--- src/rtl/clkcfg_pkg.sv ---
package clkcfg_pkg;
    typedef enum logic [2:0] {
        ST_IDLE,
        ST_ADDR,
        ST_ADDR_ACK,
        ST_WR_BYTE,
        ST_WR_ACK,
        ST_RD_BYTE,
        ST_RD_ACK
    } bus_state_t;

    localparam logic [7:0] BYTE0_RESET = 8'h10;
    localparam logic [7:0] ENABLE_RESET = 8'hFF;
    localparam logic [7:0] PAST_END_READ = 8'hFF;
endpackage

--- src/rtl/clkcfg_bus_sampler.sv ---
module clkcfg_bus_sampler #(
    parameter int STAGES = 2
) (
    input  logic clk,
    input  logic rst_n,
    input  logic scl_i,
    input  logic sda_i,
    output logic scl_s,
    output logic sda_s,
    output logic scl_rise,
    output logic scl_fall,
    output logic start_det,
    output logic stop_det
);
    logic [STAGES-1:0] scl_q;
    logic [STAGES-1:0] sda_q;
    logic              scl_prev;
    logic              sda_prev;

    always_ff @(posedge clk or negedge rst_n) begin
        if (!rst_n) begin
            scl_q    <= '1;
            sda_q    <= '1;
            scl_prev <= 1'b1;
            sda_prev <= 1'b1;
        end else begin
            scl_q    <= {scl_q[STAGES-2:0], scl_i};
            sda_q    <= {sda_q[STAGES-2:0], sda_i};
            scl_prev <= scl_q[STAGES-1];
            sda_prev <= sda_q[STAGES-1];
        end
    end

    assign scl_s     = scl_q[STAGES-1];
    assign sda_s     = sda_q[STAGES-1];
    assign scl_rise  = scl_s && !scl_prev;
    assign scl_fall  = !scl_s && scl_prev;
    assign start_det = scl_s && scl_prev && sda_prev && !sda_s;
    assign stop_det  = scl_s && scl_prev && !sda_prev && sda_s;
endmodule

--- src/rtl/clkcfg_ctrl.sv ---
module clkcfg_ctrl
    import clkcfg_pkg::*;
#(
    parameter logic [6:0] DEV_ADDR  = 7'h69,
    parameter int         NUM_BYTES = 6,
    localparam int        IDX_W     = $clog2(NUM_BYTES + 3) + 1,
    localparam int        IMG_W     = 8 * NUM_BYTES
) (
    input  logic                 clk,
    input  logic                 rst_n,
    input  logic                 sda_s,
    input  logic                 scl_rise,
    input  logic                 scl_fall,
    input  logic                 start_det,
    input  logic                 stop_det,
    input  logic [IMG_W-1:0]     rd_bytes,
    output logic                 sda_oe,
    output logic [NUM_BYTES-1:0] wr_sel,
    output logic [7:0]           wr_data
);
    bus_state_t        state, state_nx;
    logic [7:0]        shreg;
    logic [3:0]        bitcnt;
    logic [IDX_W-1:0]  byte_idx;
    logic              rd_dir;
    logic [7:0]        rd_byte;
    logic              wr_fire;
    logic              addr_hit;

    assign addr_hit = (shreg[7:1] == DEV_ADDR);

    // byte source for reads: count, then image, then filler
    always_comb begin
        rd_byte = PAST_END_READ;
        if (byte_idx == '0) begin
            rd_byte = 8'(NUM_BYTES);
        end
        for (int k = 0; k < NUM_BYTES; k++) begin
            if (int'(byte_idx) == k + 1) begin
                rd_byte = rd_bytes[k*8 +: 8];
            end
        end
    end

    // next-state logic
    always_comb begin
        state_nx = state;
        if (start_det) begin
            state_nx = ST_ADDR;
        end else if (stop_det) begin
            state_nx = ST_IDLE;
        end else begin
            unique case (state)
                ST_IDLE:     state_nx = ST_IDLE;
                ST_ADDR:     if (scl_fall && bitcnt == 4'd8)
                                 state_nx = addr_hit ? ST_ADDR_ACK : ST_IDLE;
                ST_ADDR_ACK: if (scl_fall)
                                 state_nx = rd_dir ? ST_RD_BYTE : ST_WR_BYTE;
                ST_WR_BYTE:  if (scl_fall && bitcnt == 4'd8)
                                 state_nx = ST_WR_ACK;
                ST_WR_ACK:   if (scl_fall)
                                 state_nx = ST_WR_BYTE;
                ST_RD_BYTE:  if (scl_fall && bitcnt == 4'd7)
                                 state_nx = ST_RD_ACK;
                ST_RD_ACK:   if (scl_rise && sda_s)
                                 state_nx = ST_IDLE;
                             else if (scl_fall)
                                 state_nx = ST_RD_BYTE;
                default:     state_nx = ST_IDLE;
            endcase
        end
    end

    // state register
    always_ff @(posedge clk or negedge rst_n) begin
        if (!rst_n) state <= ST_IDLE;
        else        state <= state_nx;
    end

    // datapath registers
    always_ff @(posedge clk or negedge rst_n) begin
        if (!rst_n) begin
            shreg    <= '0;
            bitcnt   <= '0;
            byte_idx <= '0;
            rd_dir   <= 1'b0;
        end else if (start_det) begin
            bitcnt   <= '0;
            byte_idx <= '0;
        end else if (!stop_det) begin
            unique case (state)
                ST_ADDR, ST_WR_BYTE: begin
                    if (scl_rise) begin
                        shreg  <= {shreg[6:0], sda_s};
                        bitcnt <= bitcnt + 4'd1;
                    end
                    if (scl_fall && bitcnt == 4'd8) begin
                        if (state == ST_ADDR) rd_dir <= shreg[0];
                        else if (byte_idx != '1) byte_idx <= byte_idx + 1'b1;
                    end
                end
                ST_ADDR_ACK, ST_RD_ACK: begin
                    if (scl_fall) begin
                        bitcnt <= '0;
                        if (rd_dir) begin
                            shreg <= rd_byte;
                            if (byte_idx != '1) byte_idx <= byte_idx + 1'b1;
                        end
                    end
                end
                ST_WR_ACK: if (scl_fall) bitcnt <= '0;
                ST_RD_BYTE: begin
                    if (scl_fall) begin
                        shreg  <= {shreg[6:0], 1'b1};
                        bitcnt <= bitcnt + 4'd1;
                    end
                end
                ST_IDLE: ;
                default: ;
            endcase
        end
    end

    // outputs
    always_comb begin
        unique case (state)
            ST_ADDR_ACK, ST_WR_ACK: sda_oe = 1'b1;
            ST_RD_BYTE:             sda_oe = !shreg[7];
            default:                sda_oe = 1'b0;
        endcase
    end

    assign wr_fire = (state == ST_WR_BYTE) && scl_fall && (bitcnt == 4'd8)
                     && !start_det && !stop_det;
    assign wr_data = shreg;

    for (genvar g = 0; g < NUM_BYTES; g++) begin : g_sel
        assign wr_sel[g] = wr_fire && (int'(byte_idx) == g + 2);
    end
endmodule

--- src/rtl/clkcfg_regs.sv ---
module clkcfg_regs
    import clkcfg_pkg::*;
#(
    parameter int  NUM_BYTES = 6,
    localparam int IMG_W     = 8 * NUM_BYTES
) (
    input  logic                 clk,
    input  logic                 rst_n,
    input  logic [NUM_BYTES-1:0] wr_sel,
    input  logic [7:0]           wr_data,
    output logic [IMG_W-1:0]     image
);
    for (genvar g = 0; g < NUM_BYTES; g++) begin : g_byte
        localparam logic [7:0] RST_VAL = (g == 0) ? BYTE0_RESET : ENABLE_RESET;
        logic [7:0] q;
        always_ff @(posedge clk or negedge rst_n) begin
            if (!rst_n)         q <= RST_VAL;
            else if (wr_sel[g]) q <= wr_data;
        end
        assign image[g*8 +: 8] = q;
    end
endmodule

--- src/rtl/clkcfg_serial_slave.sv ---
module clkcfg_serial_slave
    import clkcfg_pkg::*;
#(
    parameter logic [6:0] DEV_ADDR    = 7'h69,
    parameter int         NUM_BYTES   = 6,
    parameter int         SYNC_STAGES = 2,
    localparam int        IMG_W       = 8 * NUM_BYTES,
    localparam int        EN_W        = 8 * (NUM_BYTES - 1)
) (
    input  logic            clk,
    input  logic            rst_n,
    input  logic            scl_i,
    input  logic            sda_i,
    output logic            sda_oe,
    input  logic [2:0]      strap_fs,
    input  logic            strap_mode,
    output logic [2:0]      freq_code,
    output logic            freq_override,
    output logic            spread_en,
    output logic [1:0]      spread_prof,
    output logic            out_tristate,
    output logic [EN_W-1:0] out_en,
    output logic            mode_latched
);
    logic                 scl_s, sda_s, scl_rise, scl_fall, start_det, stop_det;
    logic [NUM_BYTES-1:0] wr_sel;
    logic [7:0]           wr_data;
    logic [IMG_W-1:0]     cfg_flat;
    logic [2:0]           fs_latched;

    clkcfg_bus_sampler #(.STAGES(SYNC_STAGES)) u_samp (
        .clk(clk), .rst_n(rst_n), .scl_i(scl_i), .sda_i(sda_i),
        .scl_s(scl_s), .sda_s(sda_s), .scl_rise(scl_rise), .scl_fall(scl_fall),
        .start_det(start_det), .stop_det(stop_det)
    );

    clkcfg_ctrl #(.DEV_ADDR(DEV_ADDR), .NUM_BYTES(NUM_BYTES)) u_ctrl (
        .clk(clk), .rst_n(rst_n), .sda_s(sda_s), .scl_rise(scl_rise),
        .scl_fall(scl_fall), .start_det(start_det), .stop_det(stop_det),
        .rd_bytes(cfg_flat), .sda_oe(sda_oe), .wr_sel(wr_sel), .wr_data(wr_data)
    );

    clkcfg_regs #(.NUM_BYTES(NUM_BYTES)) u_regs (
        .clk(clk), .rst_n(rst_n), .wr_sel(wr_sel), .wr_data(wr_data),
        .image(cfg_flat)
    );

    // straps follow the pins while reset is held, then freeze
    always_ff @(posedge clk) begin
        if (!rst_n) begin
            fs_latched   <= strap_fs;
            mode_latched <= strap_mode;
        end
    end

    assign freq_override = cfg_flat[3];
    assign freq_code     = cfg_flat[3] ? cfg_flat[6:4] : fs_latched;
    assign spread_en     = cfg_flat[1];
    assign spread_prof   = {cfg_flat[7], cfg_flat[2]};
    assign out_tristate  = cfg_flat[0];
    assign out_en        = cfg_flat[IMG_W-1:8];
endmodule

--- config.mk ---
export PLATFORM = sky130hd
export DESIGN_NAME = clkcfg_serial_slave
export DESIGN_NICKNAME = d
export VERILOG_FILES = /design/src/rtl/clkcfg_pkg.sv /design/src/rtl/clkcfg_bus_sampler.sv /design/src/rtl/clkcfg_ctrl.sv /design/src/rtl/clkcfg_regs.sv /design/src/rtl/clkcfg_serial_slave.sv
export SDC_FILE = /design/constraint.sdc
export NUM_CORES = 1
export LEC_CHECK = 0
export BUFFER_PORTS_ARGS = -buffer_cell sky130_fd_sc_hd__buf_2
export CORE_AREA = 10 10 105 107
export CTS_CLUSTER_SIZE = 8
export DETAILED_ROUTE_END_ITERATION = 7
export DIE_AREA = 0 0 115 117
export PLACE_DENSITY_LB_ADDON = 0.08
export SLEW_MARGIN = 20
export SYNTH_ARGS = -nofsm -noshare
export SYNTH_HDL_FRONTEND = slang
export SYNTH_SLANG_ARGS = --single-unit
--- constraint.sdc ---
create_clock -name clk -period 2.05 [get_ports clk]
set_input_delay 0.615 -clock clk [delete_from_list [all_inputs] [get_ports clk]]
set_output_delay 0.615 -clock clk [all_outputs]
set_load 0.05 [all_outputs]
=== Word-level counts from Yosys, hierarchy flattened ===
Index checks and enable logic that the tools add are counted.

* RAM bits: 0
* Memory bits (read-only): 0
* Memories kept: 0
* Output and inout bits: 50
* Bits in registers: 79
* Bits in latches: 0
* Word-level logic and storage cells: 136

* Equal/unequal tests: 35
* Multipliers: 0
* Reduce and logical (&&, ||, !) cells: 40
* Bitwise gates (word level): 2
* Magnitude comparators: 0
* Divide/modulo/power cells: 0
* Shift-type cells: 0
* Mux-type cells: 40
* Add/subtract/negate cells: 2

{| class="wikitable"
|+ Operators with widths
! operator !! number
|-
| 2-to-1 mux 8 bit || 11
|-
| 2-to-1 mux 5 bit || 7
|-
| 2-to-1 mux 3 bit || 11
|-
| case mux 8 bit (3 select lines) || 1
|-
| equality test 5 x 4 -> 1 bit (second input constant) || 4
|-
| logical AND 1 bit || 20
|-
| 2-to-1 mux 4 bit || 5
|-
| != test 4 x 1 -> 1 bit (second input constant) || 5
|-
| != test 3 x 1 -> 1 bit (second input constant) || 6
|-
| case mux 3 bit (6 select lines) || 1
|-
| case mux 4 bit (3 select lines) || 1
|-
| AND reduction 6 bit || 2
|-
| equality test 5 x 3 -> 1 bit (second input constant) || 2
|-
| != test 2 x 1 -> 1 bit (second input constant) || 5
|-
| case mux 5 bit (2 select lines) || 1
|-
| AND reduction 5 bit || 2
|-
| equality test 3 bit (second input constant) || 3
|-
| equality test 7 bit (second input constant) || 1
|-
| logical NOT 1 bit || 7
|-
| AND reduction 7 bit || 1
|-
| equality test 3 x 2 -> 1 bit (second input constant) || 2
|-
| nonzero test 3 bit || 2
|-
| OR reduction 2 bit || 3
|-
| adder 5 x 1 -> 5 bit (second input constant) || 1
|-
| 14 further kinds || 15
|}

=== Depth between registers and ports, before layout ===
* Depth in word-level cells: 11
* Gate-level depth with buffers: 8
* Depth with buffers taken out: 7

=== Modules after synthesis ===
From an unflattened synthesis, not the netlist that was laid out.

* Cell total of the unflattened synthesis: 365
* Area, all modules: 4,275.4 um^2

{| class="wikitable"
|+ Modules (own cells, without submodules)
! module !! area an instance (um^2) !! times used !! cells an instance
|-
| clkcfg_regs || 2,040.7 || 1 || 102
|-
| clkcfg_ctrl || 1,886.8 || 1 || 245
|-
| clkcfg_bus_sampler || 190.2 || 1 || 10
|-
| clkcfg_serial_slave || 157.7 || 1 || 8
|}

=== Worst setup path before layout ===
OpenSTA, ideal clock, no wires.

* Path type: register to output
* Start: register u_ctrl.state[0]
* End: output port sda_oe
* Path buffers: 2
* Stages on the path, launching flop included: 5
* Path slack: -0.513 ns
* Arrival time: 1.948 ns
* Data required time: 1.435 ns
* Cell sequence: dfrtp_1 -> buf_6 -> nand2b_1 -> clkbuf_1 -> o21ai_0

* Word-level cells in the longest chain between the ends: 3
* Elaborated cells between the ends (all ways): 5

{| class="wikitable"
|+ Ends and longest elaborated chain
! element !! line !! text
|-
| from (decl) || clkcfg_ctrl.sv:21 || <nowiki>bus_state_t state, state_nx;</nowiki>
|-
| from (signal assigned) || clkcfg_ctrl.sv:77 || <nowiki>else state <= state_nx;</nowiki>
|-
| equality test 3 x 2 -> 1 bit or equality test 3 bit (tied branches) || clkcfg_ctrl.sv:126 || <nowiki>unique case (state)</nowiki>
|-
| OR reduction 2 bit || clkcfg_ctrl.sv:126 ||
|-
| case mux 1 bit (2 select lines) * || clkcfg_ctrl.sv:126 ||
|-
| to (decl) || clkcfg_serial_slave.sv:14 || <nowiki>output logic sda_oe,</nowiki>
|}

Mark *: on every way between the ends. The rest lies on a longest branch, timed or not.

=== Worst setup path in the final report ===
* Start: register u_regs.g_byte[0].q[3]
* End: output port freq_code[1]

* Word-level cells in the longest chain between the ends: 1

{| class="wikitable"
|+ Ends and longest elaborated chain
! element !! line !! text
|-
| from (decl) || clkcfg_regs.sv:15 || <nowiki>logic [7:0] q;</nowiki>
|-
| from (signal assigned) || clkcfg_regs.sv:18 || <nowiki>else if (wr_sel[g]) q <= wr_data;</nowiki>
|-
| 2-to-1 mux 3 bit || clkcfg_serial_slave.sv:57 || <nowiki>assign freq_code = cfg_flat[3] ? cfg_flat[6:4] : fs_latched;</nowiki>
|-
| to (decl) || clkcfg_serial_slave.sv:17 || <nowiki>output logic [2:0] freq_code,</nowiki>
|}

No other way between the ends.

==> results.txt <==
Status: complete, no violations
First-pass GRT wire length: 17600 um
Worst-margin pin slew: 0.533 ns
Synth Register Bits: 79
CTS buffer count: 9
Clk pin slew, worst setup/hold paths: 0.09 ns
GR Util All Layers: 16.6%
Synth top cells by count: dfstp_2, buf_4, mux2_1
Ys Warns: 0
Mapped cell area: 4610 um2
Max Fanout on Critical Path: 6
Vias in the first global route: 3323
Max Buffers Root-to-Sink: 2
Die Wd: 115 um
Vias per cell: 5.72
Worst path required time: 1.43 ns
DRT iter0 DRCs: 179
Largest net degree at the start of global routing: 76
N_diodes: 0
# DRC: 0
Max Slew Vio Count: 0
Crit. End Element: primary output
Final core utilization: 55.9%
PortBufs: 57
Fin. Hold Viols: 0
Ranking of synthesized cells by area: dfstp_2, dfrtp_1, mux2_1
Final min period: 1.96 ns
Most common cell in the netlist: dfstp_2
# rows: 35
Root buffer cell: clkbuf_8
Period utilisation layout: 95.8%
RSZ-0062 raised after global routing: false
Global route total overflow: 0
Sequential element share of the synthesized area: 44.6%
Power per cell area: 608 nW/um2
DR WL/cell: 19.4 um
Starting density of the core: 51.1%
Number of synthesized flops with an enable pin: 4
Arrival time at the worst endpoint: 1.35 ns
CTS tree: built
Die area: 13500 um2
Max_cap viols: 0
Clock sinks: 79
Routed wire length: 10700 um
Largest area contributor in the netlist: dfstp_2
Fmax achieved: 0.509 GHz
Yosys top cell area share: 26.8%
NumNets Final: 450
Worst-skew pair later-pin latency: 0.35 ns
# IOs: 58
RePlAce Congestion: 0.859
Initial antenna violation count: 0
P_leak: 2.45 nW
Unique masters post-synth: 61
Worst vdd ir: 0.254 mV
Clock Skew: 0.0133 ns
Post-CTS Setup Bufs: 0
Synth Instances: 406
CP Class: reg2out
Die H: 117 um
CTS H-tree lvls: 3
Antenna Nets Post-Route: 0
Synth async-reset ratio: 94.9%
Primary FF master, synth: dfstp_2
Synthesized area per cell: 11.3 um2
Synth-to-layout area growth: 9.42%
Post-DP HPWL: 7750 um
Startpoint Class: flip-flop
Syn nets: 421
Vias: 3154
Rel. slew slack: 64.4%
Setup Viol. Count Final: 0
Setup TNS after final layout: 0 ns
Share of cells above drive strength 1: 45.2%
Core area: 9020 um2
Hold Crit Class: in2async
TritonRoute pass-1 iters: 4
[where the power goes]
part,total (mW),internal [mW],leakage [nW],switching (mW)
logic,0.169,0.0655,1.43,0.103
clock network,1.23,0.668,0.109,0.562
registers,1.67,1.61,0.905,0.0518
total,3.06,2.35,2.45,0.717
[per-layer routing]
metal,vias to the layer above,part of all wire [%],track usage [%]
li1,1475,-,-
met1,1606,45,21.2
met2,59,49,27.1
met3,14,4.1,3.47
met4,0,1.8,6.11
met5,-,0,0
[layout make-up]
type / count / area, um2
timing repair buffer: 80 / 492
multi-input combinational: 248 / 2080
inverter: 17 / 63.8
tap: 111 / 139
fill: 796 / 3980
clock buffer: 13 / 170
sequential: 79 / 2060
clock inverter: 3 / 40.0
[final timing paths]
path                                  startpoint                     to  slack [ns]  cells past startpoint
min reg2reg                      u_samp.scl_q[0]        u_samp.scl_q[1]        0.36                      0
max                        u_regs.g_byte[0].q[3]           freq_code[1]        0.09                      2
min in group clk                 u_samp.scl_q[0]        u_samp.scl_q[1]        0.36                      0
max reg2reg                   u_ctrl.byte_idx[1]      u_ctrl.wr_data[3]        0.14                      8
max in group asynchronous                  rst_n  u_regs.g_byte[3].q[7]        1.37                      2
min                                        rst_n      u_ctrl.wr_data[2]        0.34                      2
[cell families after synthesis]
| group | Yosys count | share of synthesized area (%) |
|---|---|---|
| buffers and inverters | 79 | 10.8 |
| multiplexers | 63 | 15.4 |
| adder cells (fa/ha/maj) | 7 | 1.90 |
| AND/OR/NAND/NOR | 95 | 13.8 |
| XOR/XNOR | 2 | 0.380 |
| flip-flops | 79 | 44.6 |
| AO/OA/AOI/OAI | 81 | 13.1 |
[sequential cells by signal, summed over array words and instances (netlist names)]
name	count
u_regs.g_byte.q	48
u_ctrl.state	3
u_samp.sda_prev	1
u_samp.scl_prev	1
fs_latched	3
mode_latched	1
u_ctrl.rd_dir	1
u_samp.scl_q	2
u_ctrl.wr_data	8
u_ctrl.byte_idx	5
u_samp.sda_q	2
u_ctrl.bitcnt	4
[stage by stage]
| step | total power [mW] | cells | setup WS, ns | area (um2) | hold WS [ns] |
|---|---|---|---|---|---|
| 6_report | 3.06 | 551 | 0.0851 | 5040 | 0.343 |
| 2_1_floorplan | 1.78 | 406 | 0.111 | 4610 | 0.319 |
| 3_3_place_gp | 1.86 | 535 | 0.0928 | 4800 | 0.346 |
| 3_5_place_dp | 1.86 | 535 | 0.0493 | 4800 | 0.347 |
| 4_1_cts | 3.11 | 551 | 0.00914 | 5020 | 0.345 |
| 5_1_grt | 3.20 | 551 | 0.00238 | 5040 | 0.344 |
[critical path, stage by stage, from the launching register on]
cell,delay (ns)
dfrtp_2,0.44
mux2_2,0.35
buf_2,0.21
[cell usage in the layout, fill, tap and decap left out, types with 4 or more instances in the layout]
cell,netlist,final
dfrtp_2,0,4
mux2_2,24,24
buf_4,44,22
nand3_1,4,4
edfxtp_1,4,4
nand3b_1,4,4
buf_2,5,55
nand4_4,6,6
inv_1,16,16
a221oi_2,5,5
o21ai_0,12,11
clkbuf_8,0,10
a21o_1,7,7
dfrtp_1,28,24
dfstp_2,47,47
ha_1,7,5
nor2_1,13,13
a22o_1,4,4
a21oi_1,12,12
mux2_1,35,33
a221oi_1,6,6
o22ai_1,5,5
nand2_1,30,30
nor3b_1,5,5
nor2b_1,9,8
o21ai_1,11,11
[timing repair]
action / in CTS / in global routing
endpoints found under the hold margin: 0 / 0
setup endpoints to repair: 4 / 12
pin swaps: 0 / 0
resized for setup: 3 / 10
hold buffers: 0 / 0
(Power assumes the default switching activity.)
